===== config.mk =====
export PLATFORM = sky130hd
export DESIGN_NAME = flowseq_unit
export DESIGN_NICKNAME = d
export VERILOG_FILES = /design/src/rtl/flowseq_pkg.sv /design/src/rtl/flowseq_ctrl.sv /design/src/rtl/flowseq_dp.sv /design/src/rtl/flowseq_unit.sv
export SDC_FILE = /design/constraint.sdc
export NUM_CORES = 1
export LEC_CHECK = 0
export BUFFER_PORTS_ARGS = -buffer_cell sky130_fd_sc_hd__buf_2
export CAP_MARGIN = 20
export CORE_MARGIN = 4
export CORE_UTILIZATION = 41
export CTS_CLUSTER_SIZE = 25
export DETAILED_ROUTE_END_ITERATION = 6
export HOLD_SLACK_MARGIN = 0.02
export PLACE_DENSITY = 0.79
export SLEW_MARGIN = 20
export SYNTH_ARGS = -nofsm -noshare
export SYNTH_HDL_FRONTEND = slang
export SYNTH_SLANG_ARGS = --single-unit
export TNS_END_PERCENT = 50

===== constraint.sdc =====
create_clock -name clk -period 2.2 [get_ports clk]
set_input_delay 0.22 -clock clk [delete_from_list [all_inputs] [get_ports clk]]
set_output_delay 0.22 -clock clk [all_outputs]
set_load 0.02 [all_outputs]

===== src/rtl/flowseq_pkg.sv =====
package flowseq_pkg;

  typedef enum logic [2:0] {
    OP_NONE, OP_JUMP, OP_BRANCH, OP_CALLA, OP_CALLR, OP_RET, OP_PUSH, OP_POP
  } opKind_t;

  typedef struct packed {
    logic    flowNow;   // resolve jump/branch this cycle
    logic    capture;   // latch operands and open a memory access
    logic    finish;    // clean acknowledge seen
    logic    fault;     // acknowledge with error seen
    opKind_t kind;      // decoded class of the presented instruction
  } seqStrobes_t;

  function automatic opKind_t decodeOp(input logic [5:0] op);
    case (op)
      6'b000010: decodeOp = OP_JUMP;
      6'b000011: decodeOp = OP_BRANCH;
      6'b010000: decodeOp = OP_CALLA;
      6'b010001: decodeOp = OP_CALLR;
      6'b010010: decodeOp = OP_RET;
      6'b010100: decodeOp = OP_PUSH;
      6'b010101: decodeOp = OP_POP;
      default:   decodeOp = OP_NONE;
    endcase
  endfunction

endpackage


===== src/rtl/flowseq_ctrl.sv =====
module flowseq_ctrl
  import flowseq_pkg::*;
(
  input  logic        clk,
  input  logic        rstN,
  input  logic        start,
  input  logic [5:0]  opcode,
  input  logic        memAck,
  input  logic        memErr,
  output seqStrobes_t strobes,
  output logic        memReq
);

  typedef enum logic {S_IDLE, S_WAIT} state_t;
  state_t state;
  opKind_t kind;
  logic accept;
  logic isFlow;

  always_comb begin
    kind   = decodeOp(opcode);
    accept = (state == S_IDLE) && start && (kind != OP_NONE);
    isFlow = (kind == OP_JUMP) || (kind == OP_BRANCH);
    strobes.kind    = kind;
    strobes.flowNow = accept && isFlow;
    strobes.capture = accept && !isFlow;
    strobes.finish  = (state == S_WAIT) && memAck && !memErr;
    strobes.fault   = (state == S_WAIT) && memAck && memErr;
    memReq          = (state == S_WAIT);
  end

  always_ff @(posedge clk or negedge rstN) begin
    if (!rstN) begin
      state <= S_IDLE;
    end else begin
      case (state)
        S_IDLE:  if (strobes.capture) state <= S_WAIT;
        S_WAIT:  if (memAck) state <= S_IDLE;
        default: state <= S_IDLE;
      endcase
    end
  end

endmodule


===== src/rtl/flowseq_dp.sv =====
module flowseq_dp
  import flowseq_pkg::*;
#(
  parameter int W = 16
) (
  input  logic        clk,
  input  logic        rstN,
  input  seqStrobes_t strobes,
  input  logic [2:0]  condMask,
  input  logic [2:0]  condPol,
  input  logic [2:0]  flags,
  input  logic [W-1:0] pcIn,
  input  logic [W-1:0] immIn,
  input  logic [W-1:0] spIn,
  input  logic [W-1:0] srcData,
  input  logic [W-1:0] memRdata,
  output logic        memWrite,
  output logic [W-1:0] memAddr,
  output logic [W-1:0] memWdata,
  output logic        done,
  output logic        pcLoad,
  output logic [W-1:0] pcNext,
  output logic        spWrite,
  output logic [W-1:0] spNext,
  output logic        regWrite,
  output logic [W-1:0] regWdata,
  output logic        busErr
);

  localparam int STEP_BYTES = W / 8;
  localparam logic [W-1:0] STEP = W'(STEP_BYTES);
  localparam int NFLAGS = 3;

  logic [NFLAGS-1:0] bitOk;
  logic taken;
  logic pushesStack;
  logic [W-1:0] spDec, spInc, relTarget, absOrRel;
  opKind_t kindReg;
  logic [W-1:0] tgtReg;

  // per-flag compare: a flag matches when its masked value equals the polarity bit
  for (genvar i = 0; i < NFLAGS; i++) begin : g_cond
    assign bitOk[i] = ((flags[i] & condMask[i]) == condPol[i]);
  end

  always_comb begin
    taken       = &bitOk;
    spDec       = spIn - STEP;
    spInc       = spIn + STEP;
    relTarget   = pcIn + immIn;
    pushesStack = (strobes.kind == OP_CALLA) || (strobes.kind == OP_CALLR) ||
                  (strobes.kind == OP_PUSH);
    absOrRel    = ((strobes.kind == OP_JUMP) || (strobes.kind == OP_CALLA)) ? immIn : relTarget;
  end

  always_ff @(posedge clk or negedge rstN) begin
    if (!rstN) begin
      kindReg  <= OP_NONE;
      tgtReg   <= '0;
      memWrite <= 1'b0;
      memAddr  <= '0;
      memWdata <= '0;
      done     <= 1'b0;
      pcLoad   <= 1'b0;
      pcNext   <= '0;
      spWrite  <= 1'b0;
      spNext   <= '0;
      regWrite <= 1'b0;
      regWdata <= '0;
      busErr   <= 1'b0;
    end else begin
      done     <= 1'b0;
      pcLoad   <= 1'b0;
      spWrite  <= 1'b0;
      regWrite <= 1'b0;
      busErr   <= 1'b0;

      if (strobes.flowNow) begin
        done   <= 1'b1;
        pcLoad <= 1'b1;
        pcNext <= taken ? absOrRel : pcIn;
      end

      if (strobes.capture) begin
        kindReg  <= strobes.kind;
        tgtReg   <= absOrRel;
        memWrite <= pushesStack;
        memAddr  <= pushesStack ? spDec : spIn;
        memWdata <= (strobes.kind == OP_PUSH) ? srcData : pcIn;
        spNext   <= pushesStack ? spDec : spInc;
      end

      if (strobes.finish) begin
        done    <= 1'b1;
        spWrite <= 1'b1;
        case (kindReg)
          OP_CALLA, OP_CALLR: begin
            pcLoad <= 1'b1;
            pcNext <= tgtReg;
          end
          OP_RET: begin
            pcLoad <= 1'b1;
            pcNext <= memRdata;
          end
          OP_POP: begin
            regWrite <= 1'b1;
            regWdata <= memRdata;
          end
          default: ;
        endcase
      end

      if (strobes.fault) begin
        done   <= 1'b1;
        busErr <= 1'b1;
      end
    end
  end

endmodule


===== src/rtl/flowseq_unit.sv =====
module flowseq_unit
  import flowseq_pkg::*;
#(
  parameter int W = 16
) (
  input  logic         clk,
  input  logic         rstN,
  input  logic         start,
  input  logic [5:0]   opcode,
  input  logic [2:0]   condMask,
  input  logic [2:0]   condPol,
  input  logic [2:0]   flags,
  input  logic [W-1:0] pcIn,
  input  logic [W-1:0] immIn,
  input  logic [W-1:0] spIn,
  input  logic [W-1:0] srcData,
  output logic         memReq,
  output logic         memWrite,
  output logic [W-1:0] memAddr,
  output logic [W-1:0] memWdata,
  input  logic         memAck,
  input  logic         memErr,
  input  logic [W-1:0] memRdata,
  output logic         done,
  output logic         pcLoad,
  output logic [W-1:0] pcNext,
  output logic         spWrite,
  output logic [W-1:0] spNext,
  output logic         regWrite,
  output logic [W-1:0] regWdata,
  output logic         busErr
);

  seqStrobes_t strobes;

  flowseq_ctrl u_ctrl (
    .clk     (clk),
    .rstN    (rstN),
    .start   (start),
    .opcode  (opcode),
    .memAck  (memAck),
    .memErr  (memErr),
    .strobes (strobes),
    .memReq  (memReq)
  );

  flowseq_dp #(.W(W)) u_dp (
    .clk      (clk),
    .rstN     (rstN),
    .strobes  (strobes),
    .condMask (condMask),
    .condPol  (condPol),
    .flags    (flags),
    .pcIn     (pcIn),
    .immIn    (immIn),
    .spIn     (spIn),
    .srcData  (srcData),
    .memRdata (memRdata),
    .memWrite (memWrite),
    .memAddr  (memAddr),
    .memWdata (memWdata),
    .done     (done),
    .pcLoad   (pcLoad),
    .pcNext   (pcNext),
    .spWrite  (spWrite),
    .spNext   (spNext),
    .regWrite (regWrite),
    .regWdata (regWdata),
    .busErr   (busErr)
  );

endmodule


==> Word-level counts from Yosys, hierarchy flattened <==
Index checks and enable logic that the tools add are counted.
{ "word_totals": {"ram_bits": 0, "rom_bits": 0, "ff_bits": 106, "in_bits": 100, "output_inout_bits": 87, "word_cells": 79, "latchBits": 0, "n_memories": 0} }
{ "classes": {"shifts": 0, "div_mod_pow": 0, "eq_ne": 19, "addsub": 3, "n_reduce_logical": 18, "mul": 0, "bitwise": 4, "mux": 21, "magnitude_cmp": 0} }
{ "ops": {"columns": ["cell", "count"], "rows": [
  ["2-to-1 mux 16 bit", 7],
  ["case mux 16 bit (2 select lines)", 1],
  ["== test 6 x 5 -> 1 bit, second input constant", 5],
  ["case mux 3 bit (7 select lines)", 1],
  ["adder 16 bit", 1],
  ["adder 16 x 2 -> 16 bit, second input constant", 1],
  ["subtractor 16 x 2 -> 16 bit, second input constant", 1],
  ["== test 3 bit, second input constant", 5],
  ["== test 6 x 2 -> 1 bit, second input constant", 2],
  ["2-to-1 mux 1 bit", 11],
  ["== test 3 x 2 -> 1 bit, second input constant", 3],
  ["logical AND 1 bit", 7],
  ["logical OR 1 bit", 4],
  ["bitwise AND 1 bit", 3],
  ["== test 1 bit", 3],
  ["== test 3 x 1 -> 1 bit, second input constant", 1],
  ["AND reduction 3 bit", 1],
  ["nonzero test 3 bit", 1],
  ["OR reduction 3 bit", 1],
  ["zero test 1 bit", 2],
  ["case mux 1 bit (2 select lines)", 1],
  ["AND reduction 2 bit", 1],
  ["OR reduction 2 bit", 1],
  ["inverter 1 bit", 1]
]} }

==> Depth between registers and ports, before layout <==
Gate-level depths: netlist (run 1).
{ "logic_depth": {"ltp_word": 9, "depth_mapped": 9, "mapped_depth_nobuf": 9} }

==> Cells and area by module <==
From an unflattened synthesis (run 1), not the netlist that was laid out.
{ "hier_totals": {"cells_unflattened": 687, "hier_area_um2": 6264.8} }
{ "modules_own_cells": {"columns": ["module", "area_each_um2", "n_inst", "seq_area_each_um2", "cells_per_inst"], "rows": [
  ["flowseq_dp", 6103.4, 1, 2602.5, 664],
  ["flowseq_ctrl", 161.4, 1, 25.0, 23]
]} }

==> Worst setup path before layout (run 1) <==
Ideal clock, no wire load.
{ "synth_timing": {"path_kind": "in2reg", "startpoint": "in pcIn[0]", "endpoint": "reg u_dp.pcNext[12]", "setup_time_ns": 0.067, "path_stages": 9, "slack_ns": -0.205, "arrival_ns": 2.338, "path_buffers": 0, "t_required_ns": 2.133, "path_cell_list": "ha_1 fa_1 a21o_1 a211o_1 a211o_1 nand2_1 mux2i_1 or4_1 nand2_1"} }
{ "synth_via": {"elab_chain_cells": 6} }
{ "synth_rtl": {"columns": ["item", "line_no", "rtl"], "rows": [
  ["start: declaration", "flowseq_unit.sv:13", "input logic [W-1:0] pcIn,"],
  ["adder 16 bit *", "flowseq_dp.sv:50", "relTarget = pcIn + immIn;"],
  ["2-to-1 mux 16 bit *", "flowseq_dp.sv:53", "absOrRel = ((strobes.kind == OP_JUMP) || (strobes.kind == OP_CALLA)) ? immIn : relTarget;"],
  ["2-to-1 mux 16 bit *", "flowseq_dp.sv:81", "pcNext <= taken ? absOrRel : pcIn;"],
  ["2-to-1 mux 16 bit *", "flowseq_dp.sv:78", "if (strobes.flowNow) begin"],
  ["case mux 16 bit (2 select lines)", "flowseq_dp.sv:96", "case (kindReg)"],
  ["2-to-1 mux 16 bit *", "flowseq_dp.sv:93", "if (strobes.finish) begin"],
  ["end signal: assignment", "flowseq_dp.sv:81", null],
  ["end signal: assignment", "flowseq_dp.sv:99", "pcNext <= tgtReg;"],
  ["end signal: assignment", "flowseq_dp.sv:103", "pcNext <= memRdata;"],
  ["end: declaration", "flowseq_dp.sv:22", "output logic [W-1:0] pcNext,"]
]} }
Mark *: on every way between the ends. The rest lies on a longest branch, timed or not.
A chain may end at the register's enable or synchronous reset.

==> Worst setup path after layout (run 1) <==
{ "layout_timing": {"startpoint": "in immIn[0]", "endpoint": "reg u_dp.pcNext[12]"} }
{ "layout_via": {"elab_chain_cells": 6} }
{ "layout_rtl": {"columns": ["item", "line_no", "rtl"], "rows": [
  ["start: declaration", "flowseq_unit.sv:14", "input logic [W-1:0] immIn,"],
  ["adder 16 bit *", "flowseq_dp.sv:50", null],
  ["2-to-1 mux 16 bit *", "flowseq_dp.sv:53", null],
  ["2-to-1 mux 16 bit *", "flowseq_dp.sv:81", null],
  ["2-to-1 mux 16 bit *", "flowseq_dp.sv:78", null],
  ["case mux 16 bit (2 select lines)", "flowseq_dp.sv:96", null],
  ["2-to-1 mux 16 bit *", "flowseq_dp.sv:93", null]
]} }
Marked as above.

==> impl_metrics.yaml, run 1 <==
outcome:
  status: "completed"
die:
  io-pin-count: 187
  core_um2: 14700
  die_x_um: 131
  chipHeight_um: 131
  die_area_um2: 17200
  row_count: 44
  start_util_pct: 42.4
clock_tree:
  cts_root_buffer: "clkbuf_16"
  clk-insertion-delay-late_ns: 0.35
  clock_sinks: 105
  cts_buffer_depth: 2
  numCtsBuffers: 9
  h-tree-depth: 3
  clk_pin_slew_ns: 0.07
  cts_tree: "done"
placed_design:
  dp_cells: 1088
  io_buffers: 186
  post_dp_cell_area_um2: 7830
  routabilityCongestion: 0.911
  hpwl_um: 14800
  post-place-ws_ns: -0.316
worst_setup_path:
  cp-end-kind: "flip-flop"
  crit_fanout: 3
  start_kind: "input port"
  arrival_ns: 2.47
  cp.required_ns: 2.49
  path_class: "in -> reg"
route:
  routedWlPerCell_um: 16.7
  met1_length_um: 8160
  drt-pass1-iter-count: 5
  viasPerCell: 5.32
  num_vias: 5908
  drcViolationCount: 0
  totalWireLength_um: 18500
  met3_length_um: 1510
  dr.first_iter.drc_count: 430
  ant_nets: 0
  maxUsedRoutingLayer: "met5"
  route.met2.wl_um: 8580
cells_and_area:
  nets: 1039
  fin_cells: 1110
  area_growth_pct: 31.4
  fill_cells: 1321
  drive_above_1_share_pct: 34.0
  final_area_um2: 8190
logic_synthesis:
  syn_area_um2: 6230
  seq_area_frac_synth_pct: 42.1
  synth_most_common_cell: "nand2_1"
  netlist.area_leader.share_pct: 42.1
  avgSynthCellArea_um2: 9.08
  synth_nets: 807
  ys_warn_count: 0
  synth_edf_count: 0
  ys_ff_latch: 105
  synthArstFlopShare_pct: 100
  yosys-top-cells-count: "nand2_1 (122), dfrtp_1 (105), o21ai_0 (88), mux2i_1 (41), clkbuf_1 (36)"
  synth_ff_type: "dfrtp_1"
  synth_cells: 687
  post-synth-top-area-cell: "dfrtp_1"
  synth.distinct_cells: 61
  synthTopCellsByArea: "dfrtp_1 (42%), nand2_1 (7.3%), o21ai_0 (7.1%)"
power:
  p_int_w: 0.00401
  power_density_nw_per_um2: 763
  p_clk_share_pct: 24.3
  p_comb_share_pct: 33.9
  seqPwrFrac_pct: 41.8
  swShare_pct: 35.9
  p_switching_w: 0.00224
  leakage_nw: 4.17
  vdd_drop_max_mv: 0.586
  totalPowerFinal_w: 0.00625
global_routing:
  grt_max_degree: 44
  overflow: 0
  antenna_found_initial: 5
  grt_pass1_wl_um: 30000
  grt.total_usage_pct: 21.4
  grt_pass1_vias: 5796
sta:
  fin_skew_ns: 0.00737
  setup_ws_ns: 0.0219
  post-route-min-period_ns: 2.18
  holdWs_ns: 0.0572
  hold_violations: 0
  max_slew_margin_pct: 27.2
  rsz0062_at_grt: "true"
  max_freq_mhz: 459
  setup_viol: 0
  finalMaxSlewViolations: 0
  worst_pin_slew_ns: 1.09
  post-route-period-util_pct: 99.0
flow_run:
  max_cap_violations: 0
worst_hold_path:
  hp-class: "in -> reg"
==> per-layer routing <==
| layer | global-route usage (%) | vias to the layer above |
|---|---|---|
| li1 | - | 2911 |
| met5 | 0 | - |
| met2 | 34.4 | 201 |
| met4 | 4.78 | 6 |
| met1 | 28.1 | 2771 |
| met3 | 7.45 | 19 |
==> cell type report <==
| type | instances | area, um2 | area share [%] |
|---|---|---|---|
| Timing Repair Buffer | 264 | 1570 | 19.2 |
| Multi-Input combinational cell | 530 | 3450 | 42.1 |
| Tap cell | 184 | 230 | 2.81 |
| Antenna cell | 2 | 5.00 | 0.0611 |
| Clock buffer | 12 | 246 | 3.01 |
| Inverter | 9 | 33.8 | 0.412 |
| Clock inverter | 4 | 26.3 | 0.321 |
| Sequential cell | 105 | 2630 | 32.1 |
==> sequential cells by signal, summed over array words and instances (netlist names) <==
name / cells
u_dp.memWdata: 16
u_dp.pcNext: 16
u_dp.regWdata: 16
u_dp.spNext: 16
u_dp.tgtReg: 16
u_dp.memAddr: 15
u_dp.kindReg: 3
u_ctrl.memReq: 1
u_dp.busErr: 1
u_dp.done: 1
u_dp.memWrite: 1
u_dp.pcLoad: 1
u_dp.regWrite: 1
u_dp.spWrite: 1
==> cell usage in the layout (no fill, tap or decap), types with 8 or more instances in the layout <==
cell,netlist,routed
buf_2,3,182
nand2_1,122,121
dfrtp_1,105,105
o21ai_0,88,88
buf_4,1,75
mux2i_1,41,40
nor2_1,35,35
a21oi_1,28,27
xor2_1,22,22
xnor2_1,19,19
ha_1,19,18
mux2_2,16,16
a22oi_1,12,12
nand3_1,9,9
clkbuf_16,0,9
inv_1,8,8
a211oi_1,10,8
==> worst paths after layout <==
check | startpoint | slack [ns] | to | depth (start not counted)
max in group asynchronous | rstN | 1.16 | u_dp.pcNext[1] | 3
setup / recovery | immIn[0] | 0.02 | u_dp.pcNext[12] | 10
setup reg to reg | u_dp.kindReg[1] | 0.33 | u_dp.pcNext[13] | 6
hold / removal | spIn[0] | 0.06 | u_dp.spNext[0] | 3
min in group asynchronous | rstN | 0.41 | u_dp.memWdata[3] | 2
hold reg to reg | u_dp.spNext[1] | 0.46 | u_dp.spNext[1] | 2
==> per-stage QoR <==
stage / utilization (%) / setup TNS, ns
floorplan: - / -0.0441
global placement: 53.3 / -2.29
detailed placement: 53.3 / -3.16
CTS: 55.2 / 0
global route: 55.7 / -0.0432
finish: 55.7 / 0
==> kinds of logic after synthesis <==
logic type | after synthesis | synth area share, %
AND/OR/NAND/NOR | 218 | 16.2
AO/OA/AOI/OAI | 194 | 19.1
flip-flops | 105 | 42.1
multiplexers | 57 | 9.47
buffers and inverters | 52 | 3.27
XOR/XNOR | 41 | 5.76
adder cells (fa/ha/maj) | 20 | 4.13
==> worst max-delay path, cell delays in order <==
cell and delay [ns]:
buf_8 0.10, ha_4 0.15, fa_2 0.34, a21o_1 0.21, a211o_1 0.31, a211o_1 0.36, nand2_2 0.11, mux2i_2 0.08
or4_1 0.51, nand2_1 0.07
==> what timing repair did <==
item / 4_1_cts / 5_1_grt
gates resized for setup: 0 / 10
endpoints found under the setup margin: 0 / 2
hold buffers: 1 / 0
setup buffers: 0 / 4
endpoints found under the hold margin: 39 / 0
==> power groups by stage <==
stage / clock network [W] / registers, W / logic (W)
global route: 0.00165 / 0.00266 / 0.00233
floorplan: 0 / 0.00301 / 0.000856
finish: 0.00152 / 0.00261 / 0.00212
global placement: 0 / 0.00262 / 0.00206
CTS: 0.00155 / 0.00261 / 0.00212
detailed placement: 0 / 0.00264 / 0.00211
(Power assumes the default switching activity.)
==> inputs of run 2 (changes only) <==
--- a/config.mk
+++ b/config.mk
@@ -16,5 +16,6 @@
 export SLEW_MARGIN = 20
 export SYNTH_ARGS = -nofsm -noshare
 export SYNTH_HDL_FRONTEND = slang
+export SYNTH_HIERARCHICAL = 1
 export SYNTH_SLANG_ARGS = --single-unit
 export TNS_END_PERCENT = 50
==> run 2 against run 1 <==
Net effect:
- the run now ends with negative setup slack left
- final cell count rose by 0.99%
- non-clock buffer count rose by 4
- synthesized cell count did not move
- cell area rose by 4.0%
- die area rose by 0.45%
- global-route usage fell by 0.58 points
- critical path type unchanged
- critical endpoint is now u_dp/spNext[9]
- largest cell class unchanged
- largest power group unchanged
- highest routed layer unchanged
==> impl_metrics.yaml, run 2 <==
route:
  maxUsedRoutingLayer: "met5"
  num_vias: 5974
  dr.first_iter.drc_count: 478
  drcViolationCount: 0
  viasPerCell: 5.33
  totalWireLength_um: 18700
  route.met2.wl_um: 8980
  routedWlPerCell_um: 16.7
  met1_length_um: 7790
  ant_nets: 0
  drt-pass1-iter-count: 4
  met3_length_um: 1310
sta:
  max_slew_margin_pct: 61.9
  setup_viol: 9
  worst_pin_slew_ns: 0.569
  fin_setup_tns_ns: -0.357
  hold_violations: 0
  rsz0062_at_grt: "true"
  max_freq_mhz: 437
  fin_skew_ns: 0.00860
  setup_ws_ns: -0.0893
  finalMaxSlewViolations: 0
  post-route-period-util_pct: 104
  post-route-min-period_ns: 2.29
clock_tree:
  numCtsBuffers: 9
  cts_root_buffer: "clkbuf_16"
  clk-insertion-delay-late_ns: 0.36
  clock_sinks: 105
  cts_tree: "done"
  cts_buffer_depth: 2
  clk_pin_slew_ns: 0.08
  h-tree-depth: 3
logic_synthesis:
  syn_area_um2: 6260
  ys_ff_latch: 105
  synth_cells: 687
  synthArstFlopShare_pct: 100
  ys_warn_count: 6
  netlist.area_leader.share_pct: 41.9
  synthTopCellsByArea: "dfrtp_1 (42%), mux2i_1 (7.2%), nand2_1 (6.2%)"
  synth_ff_type: "dfrtp_1"
  avgSynthCellArea_um2: 9.12
  yosys-top-cells-count: "dfrtp_1 (105), nand2_1 (103), nor2_1 (79), a21oi_1 (62), mux2i_1 (45)"
  synth.distinct_cells: 64
  synth_most_common_cell: "dfrtp_1"
  seq_area_frac_synth_pct: 41.9
  post-synth-top-area-cell: "dfrtp_1"
  synth_nets: 807
  synth_edf_count: 0
worst_setup_path:
  crit_fanout: 4
  path_class: "in -> reg"
  start_kind: "input port"
  cp-end-kind: "flip-flop"
  arrival_ns: 2.54
  cp.required_ns: 2.45
outcome:
  status: "finished with violations"
  violations: "negative setup slack"
placed_design:
  hpwl_um: 14300
  routabilityCongestion: 0.927
  io_buffers: 186
  dp_cells: 1093
  post-place-ws_ns: -0.580
worst_hold_path:
  hp-class: "in -> reg"
cells_and_area:
  fin_cells: 1121
  layout_common_cells: "buf_2 (181), dfrtp_1 (105), nand2_1 (102)"
  nets: 1049
  drive_above_1_share_pct: 37.4
  post-route-util_pct: 57.8
  area_growth_pct: 36.0
  mostFrequentLayoutCell: "buf_2"
die:
  row_count: 44
  die_x_um: 132
  die_area_um2: 17300
  chipHeight_um: 132
  start_util_pct: 42.5
  core_um2: 14800
  io-pin-count: 187
power:
  vdd_drop_max_mv: 0.442
  leakage_nw: 4.20
  power_density_nw_per_um2: 739
global_routing:
  antenna_found_initial: 3
  overflow: 0
  grt_pass1_vias: 5915
  grt_max_degree: 67
  grt_pass1_wl_um: 29500
  grt.total_usage_pct: 20.8
flow_run:
  max_cap_violations: 0
[run 2: cell types whose count changed after synthesis, sizes merged, moves of 6 or more]
cell and delta:
xnor2 +7, xor2 -7, mux2 +7, a21oi +34, clkbuf -8, a31oi +6, nand2 -19, nor2 +43
a211oi -9, o21ai -52
[run 2: kinds of logic (layout without fill, tap and decap cells)]
kind of cell               after synthesis  count (layout)  synth area share [%]
buffers and inverters                   49             296                  3.06
AOI/OAI and AO/OA                      163             163                  16.3
other                                    0               3                     0
DFF                                    105             105                  41.9
muxes                                   68              68                  11.3
adders and majority gates               20              20                  4.11
and+or+nand+nor                        241             241                  17.5
xor gates and xnor gates                41              41                  5.73
[run 2: path summary, 6_finish.rpt]
| check | start | cells after the start | slack, ns | endpoint |
|---|---|---|---|---|
| worst min-delay path | memRdata[1] | 3 | 0.07 | u_dp/regWdata[1] |
| max in group asynchronous | rstN | 3 | 1.26 | u_dp/busErr |
| worst min register to register | u_dp/regWdata[5] | 2 | 0.47 | u_dp/regWdata[5] |
| worst max register to register | u_ctrl/memReq | 8 | 0.22 | u_dp/pcNext[10] |
| worst max-delay path | opcode[0] | 12 | -0.09 | u_dp/spNext[9] |
| min in group asynchronous | rstN | 2 | 0.24 | u_dp/spNext[3] |
[run 2: power by group]
part / internal [W] / total [W] / switching (W) / leakage, nW
Combinational: 0.000854 / 0.00206 / 0.00120 / 2.75
Clock: 0.000893 / 0.00165 / 0.000758 / 0.144
Sequential: 0.00234 / 0.00259 / 0.000250 / 1.30
Total: 0.00409 / 0.00630 / 0.00221 / 4.20
[run 2: repair_timing]
item,in CTS,in global routing
gates resized for setup,11,29
pin swaps,6,20
endpoints found under the hold margin,12,0
hold buffers,1,0
setup endpoints to repair,9,23
buffers inserted,2,7
[run 2: final cells by class]
class                   instances  area, um2
fillers                      1297       6230
multi-input cells             533       3650
flip-flops and latches        105       2630
repair buffers                268       1660
well taps                     184        230
clock buffers                   9        225
clock inverters                 7       78.8
inverters                      12       45.0
diodes                          3       7.51
[run 2: critical path, stage by stage]
cell      delay, ns
buf_8          0.10
o21a_4         0.23
nor4b_4        0.26
nand3b_1       0.23
buf_4          0.21
nand2_2        0.06
inv_2          0.04
or4_4          0.44
nor3_2         0.25
a31oi_1        0.09
xnor2_1        0.14
mux2_2         0.26
[run 2: routing by layer]
layer	global-route usage, %	up-vias
met5	0	-
met4	7.88	2
met3	5.01	39
met2	34.5	232
met1	26.4	2799
li1	-	2902
[run 2: metrics by stage]
step                total power [W]  hold WS, ns  area, um2
floorplan                   0.00380      -0.0756       6310
global placement            0.00457       0.0905       7960
detailed placement          0.00463       0.0876       7960
CTS                         0.00632       0.0665       8330
global route                0.00667       0.0778       8520
finish                      0.00630       0.0728       8520
